### config.mk
export PLATFORM = sky130hd
export DESIGN_NAME = ps2_dual_regs
export DESIGN_NICKNAME = d
export VERILOG_FILES = /design/src/rtl/ps2_dual_regs.sv
export SDC_FILE = /design/constraint.sdc
export NUM_CORES = 1
export LEC_CHECK = 0
export ABC_CLOCK_PERIOD_IN_PS = 3020
export CORE_MARGIN = 8
export CORE_UTILIZATION = 30
export CTS_CLUSTER_DIAMETER = 100
export DETAILED_ROUTE_END_ITERATION = 8
export GPL_TIMING_DRIVEN = 1
export MAX_ROUTING_LAYER = met4
export PLACE_DENSITY = 0.68
export SLEW_MARGIN = 20
export SYNTH_ARGS = -nofsm -noshare
export SYNTH_HDL_FRONTEND = slang
export SYNTH_SLANG_ARGS = --single-unit
### constraint.sdc
create_clock -name clk -period 3.02 [get_ports clk]
set_input_delay 0.755 -clock clk [delete_from_list [all_inputs] [get_ports clk]]
set_output_delay 0.755 -clock clk [all_outputs]
set_load 0.03 [all_outputs]
### src/rtl/ps2_dual_regs.sv
module ps2_dual_regs #(
  parameter int AW = 9
) (
  input  logic          clk,
  input  logic          rst,
  input  logic          bus_rd,
  input  logic          bus_wr,
  input  logic [AW-1:0] bus_addr,
  input  logic [7:0]    bus_wdata,
  output logic [7:0]    bus_rdata,
  output logic          kbd_tx_stb,
  output logic [7:0]    kbd_tx_byte,
  input  logic [7:0]    kbd_rx_byte,
  input  logic          kbd_rx_empty,
  output logic          kbd_rx_pop,
  input  logic          kbd_dev_irq,
  output logic          mouse_tx_stb,
  output logic [7:0]    mouse_tx_byte,
  input  logic [7:0]    mouse_rx_byte,
  input  logic          mouse_rx_empty,
  output logic          mouse_rx_pop,
  input  logic          mouse_dev_irq,
  output logic          irq
);
  localparam int CH_BIT = AW - 1;
  localparam logic [1:0] OFS_ID = 2'd0, OFS_DATA = 2'd1, OFS_CTRL = 2'd2, OFS_STAT = 2'd3;
  localparam int B_LOOP = 1, B_DIAG = 5, B_DDIR = 6, B_CDIR = 7;

  logic [7:0] ctrl_q [2];
  logic [7:0] hold_q [2];
  logic [1:0] full_q, irq_q;

  wire       ch   = bus_addr[CH_BIT];
  wire [1:0] rsel = bus_addr[3:2];

  logic [1:0] dev_irq, rx_empty, loop, wr_data, rd_data, wr_ctrl;
  logic [7:0] rx_byte [2];

  assign dev_irq    = {mouse_dev_irq, kbd_dev_irq};
  assign rx_empty   = {mouse_rx_empty, kbd_rx_empty};
  assign rx_byte[0] = kbd_rx_byte;
  assign rx_byte[1] = mouse_rx_byte;

  for (genvar c = 0; c < 2; c++) begin : g_ch
    assign loop[c]    = ctrl_q[c][B_LOOP];
    assign wr_data[c] = bus_wr && (ch == c) && (rsel == OFS_DATA);
    assign rd_data[c] = bus_rd && (ch == c) && (rsel == OFS_DATA);
    assign wr_ctrl[c] = bus_wr && (ch == c) && (rsel == OFS_CTRL);

    always_ff @(posedge clk) begin
      if (rst) begin
        ctrl_q[c] <= '0;
        hold_q[c] <= '0;
        full_q[c] <= 1'b0;
        irq_q[c]  <= 1'b0;
      end else begin
        if (wr_ctrl[c]) ctrl_q[c] <= bus_wdata;
        if (loop[c]) begin
          if (wr_data[c]) begin
            hold_q[c] <= bus_wdata;
            full_q[c] <= 1'b1;
            irq_q[c]  <= 1'b1;
          end else if (rd_data[c]) begin
            full_q[c] <= 1'b0;
            irq_q[c]  <= 1'b0;
          end
        end else begin
          irq_q[c] <= dev_irq[c];
        end
      end
    end
  end

  assign kbd_tx_stb    = wr_data[0] && !loop[0];
  assign kbd_tx_byte   = bus_wdata;
  assign kbd_rx_pop    = rd_data[0] && !loop[0];
  assign mouse_tx_stb  = wr_data[1] && !loop[1];
  assign mouse_tx_byte = bus_wdata;
  assign mouse_rx_pop  = rd_data[1] && !loop[1];
  assign irq           = |irq_q;

  logic [7:0] stat;
  always_comb begin
    stat = 8'hC0;
    if (ctrl_q[ch][B_DIAG]) begin
      if (!ctrl_q[ch][B_DDIR]) stat[6] = 1'b0;
      if (!ctrl_q[ch][B_CDIR]) stat[7] = 1'b0;
    end
    stat[0] = loop[ch] ? full_q[ch] : !rx_empty[ch];
    stat[4] = |irq_q;
  end

  always_comb begin
    unique case (rsel)
      OFS_ID:   bus_rdata = {7'd0, ch};
      OFS_DATA: bus_rdata = loop[ch] ? hold_q[ch] : rx_byte[ch];
      OFS_CTRL: bus_rdata = ctrl_q[ch];
      default:  bus_rdata = stat;
    endcase
  end

  AST_LOOP_NO_TX: assert property (@(posedge clk) disable iff (rst) kbd_tx_stb |-> !ctrl_q[0][B_LOOP]);
  AST_LOOP_SETS_IRQ: assert property (@(posedge clk) disable iff (rst) (bus_wr && !ch && rsel == OFS_DATA && ctrl_q[0][B_LOOP]) |=> (irq && full_q[0]));
  AST_LOOP_READ_CLEARS: assert property (@(posedge clk) disable iff (rst) (bus_rd && ch && rsel == OFS_DATA && ctrl_q[1][B_LOOP]) |=> !full_q[1]);
  AST_POP_ONLY_ON_READ: assert property (@(posedge clk) disable iff (rst) (kbd_rx_pop || mouse_rx_pop) |-> (bus_rd && $onehot0({kbd_rx_pop, mouse_rx_pop})));
  AST_IRQ_FOLLOWS_DEV: assert property (@(posedge clk) disable iff (rst) !ctrl_q[1][B_LOOP] |=> (irq_q[1] == $past(mouse_dev_irq)));
  AST_CTRL_STABLE: assert property (@(posedge clk) disable iff (rst) !(bus_wr && rsel == OFS_CTRL) |=> $stable(ctrl_q[0]) && $stable(ctrl_q[1]));
endmodule

==> flow_summary.json <==
{
  "syn_area_mm2": 0.00206,
  "cp.arrival_ps": 2190,
  "ctsHoldBuffers": 0,
  "synth_xor_area_share_pct": 0,
  "synth_top_area_share_pct": 46.6,
  "core_area_mm2": 0.00672,
  "setup_viol": 0,
  "timing.rr.end": "hold_q[1][7]",
  "grt_pass1_vias": 1749,
  "period_needed_ps": 2940,
  "grt_setup_unrepaired": "false",
  "synth-seq-cells": 36,
  "status": "complete, no violations",
  "die_area_mm2": 0.00978,
  "vias": 1658,
  "vdd.ir_drop.worst_uv": 173,
  "cts_sinks": 36,
  "hold_ws_ps": 490,
  "cts_tree": "built",
  "cp.required_ps": 2260,
  "vias_per_cell": 4.88,
  "fin_nets": 300,
  "wirelength_mm": 5.46,
  "netlist_instances": 194,
  "crit_path_max_fanout": 4,
  "final.period_utilization_pct": 97.4,
  "grt_max_degree": 22,
  "die_h_um": 98.9,
  "tightest_slew_ps": 760,
  "diodes": 0,
  "powerDensity_mw_per_mm2": 441,
  "fin_skew_ps": 4.19,
  "yosysMostFrequentCell": "and2_1",
  "crit_type": "in2out",
  "startpoint": "bus_addr[8]",
  "numPortBuffers": 63,
  "path_clk_slew_ps": 70,
  "placed_area_mm2": 0.00277,
  "r2r_start": "ctrl_q[1][1]",
  "synth_top_family_by_area": "simple AND/OR/NAND/NOR gates",
  "p_total_w": 0.00129,
  "seq_area_frac_synth_pct": 50.5,
  "synth_simple_gate_area_share_pct": 20.8,
  "grt_antenna_before_repair": 0,
  "startpoint_type": "primary input",
  "ant_nets": 0,
  "synth.distinct_cells": 41,
  "ys_top_cells_by_count": "and2_1, edfxtp_1, buf_4",
  "root_buffer": "clkbuf_8",
  "gp_congestion": 0.778,
  "drc": 0,
  "drv_slew": 0,
  "io_pins": 70,
  "synth_edf_count": 32,
  "maxCapViolations": 0,
  "cts-buffers-inserted": 5,
  "htree_num_levels": 2,
  "layout-drive-gt1-share_pct": 18.1,
  "stdcell_area_mm2": 0.00292,
  "avgSynthCellArea_um2": 10.6,
  "slew-limit-headroom_pct": 48.9,
  "end_kind": "output pin",
  "rows": 30,
  "initial_core_util_pct": 30.7,
  "synthArstFlopShare_pct": 0,
  "fin_util_pct": 43.5,
  "synth_fa_ha_area_share_pct": 0,
  "dieWidth_um": 98.9,
  "wl_per_cell_um": 16.0,
  "grt_first_pass_wirelength_mm": 8.63,
  "muxShareOfSynthArea_pct": 9.16,
  "post-place-cells": 328,
  "ys_top_cells_by_area": "edfxtp_1, and2_1, buf_4, mux2i_1, dfxtp_1",
  "yosysTopAreaCell": "edfxtp_1",
  "firstDrtPassIters": 4,
  "yosys_warnings": 0,
  "crit_path_end": "bus_rdata[0]",
  "synth_compound_area_share_pct": 10.5,
  "area_growth_pct": 41.6,
  "grt-ovfl-total": 0,
  "hpwl_mm": 4.20,
  "timing_hold_violations_final": 0,
  "cts_buffer_depth": 2,
  "timing.fmax_mhz": 340,
  "fin_cells": 340,
  "drtIter0Drc": 107,
  "min_path_type": "reg2reg",
  "ys.flop_type": "edfxtp_1",
  "leakage_nw": 1.14,
  "syn_nets": 235,
  "r2r_slack_ps": 1300,
  "rr_worst_depth": 3,
  "grt_usage_pct": 11.6,
  "clkLatencyLatePin_ps": 290
}
[registers in the layout, indices dropped and copies added (netlist names)]
name    cells
ctrl_q     16
full_q      2
hold_q     16
irq_q       2
[per-stage QoR]
stage | TNS (ps) | setup WS, ps
6_report | 0 | 79.5
5_1_grt | 0 | 39.2
4_1_cts | 0 | 77.1
3_5_place_dp | -1160 | -248
3_3_place_gp | -1230 | -271
2_1_floorplan | 0 | 237
[cell usage in the layout, fill, tap and decap left out, drive strengths merged, types with 7 or more instances in the layout]
cell and n:
o21ai 7, buf 30, nand2 9, nor2 13
clkdlybuf4s50 48, edfxtp 32, a21oi 7, and2 33
mux2i 14
[routing by layer]
layer / vias to the layer above / GRT usage, % / routed length [µm]
met5: - / - / 0
met4: 0 / 2.48 / 33
met1: 779 / 13.5 / 2510
met2: 61 / 18.9 / 2580
met3: 4 / 3.88 / 336
li1: 814 / - / -
[worst min path at each step]
stage               startpoint        end  cells after the start
floorplan             irq_q[1]   irq_q[1]                      2
global placement      irq_q[0]   irq_q[0]                      2
detailed placement   full_q[0]  full_q[0]                      2
CTS                  full_q[0]  full_q[0]                      2
global route         full_q[0]  full_q[0]                      2
finish               full_q[0]  full_q[0]                      2
[worst max-delay path: stages]
cell and delay, ps:
dlygate4sd2_1 260, buf_12 140, mux2i_4 180, buf_4 160, buf_4 130, nand2_1 50
o21ai_1 60, o311ai_1 230, buf_4 210
[cell type report]
class,instances,area [µm²]
fill,628,3800
sequential,36,1040
multi-input combinational,128,843
timing repair buffer,83,806
tap,80,100
clock buffer,5,68.8
clock inverter,3,42.5
inverter,5,18.8
[what timing repair did]
action	CTS	global route
setup buffers	4	0
endpoints found under the setup margin	6	0
resized for setup	9	0
[cell families (layout without fill, tap and decap cells)]
| family | Yosys count | in the layout |
|---|---|---|
| buf+inv | 30 | 96 |
| compound gates | 33 | 33 |
| simple gates | 77 | 77 |
| mux | 18 | 18 |
| flops | 36 | 36 |
[power breakdown]
group	internal, W	total (W)	switching [W]
registers	0.000565	0.000579	0.0000134
clock network	0.000244	0.000422	0.000178
logic	0.000142	0.000288	0.000146
total	0.000951	0.00129	0.000337
No activity file was read; power rests on OpenSTA's default activity.
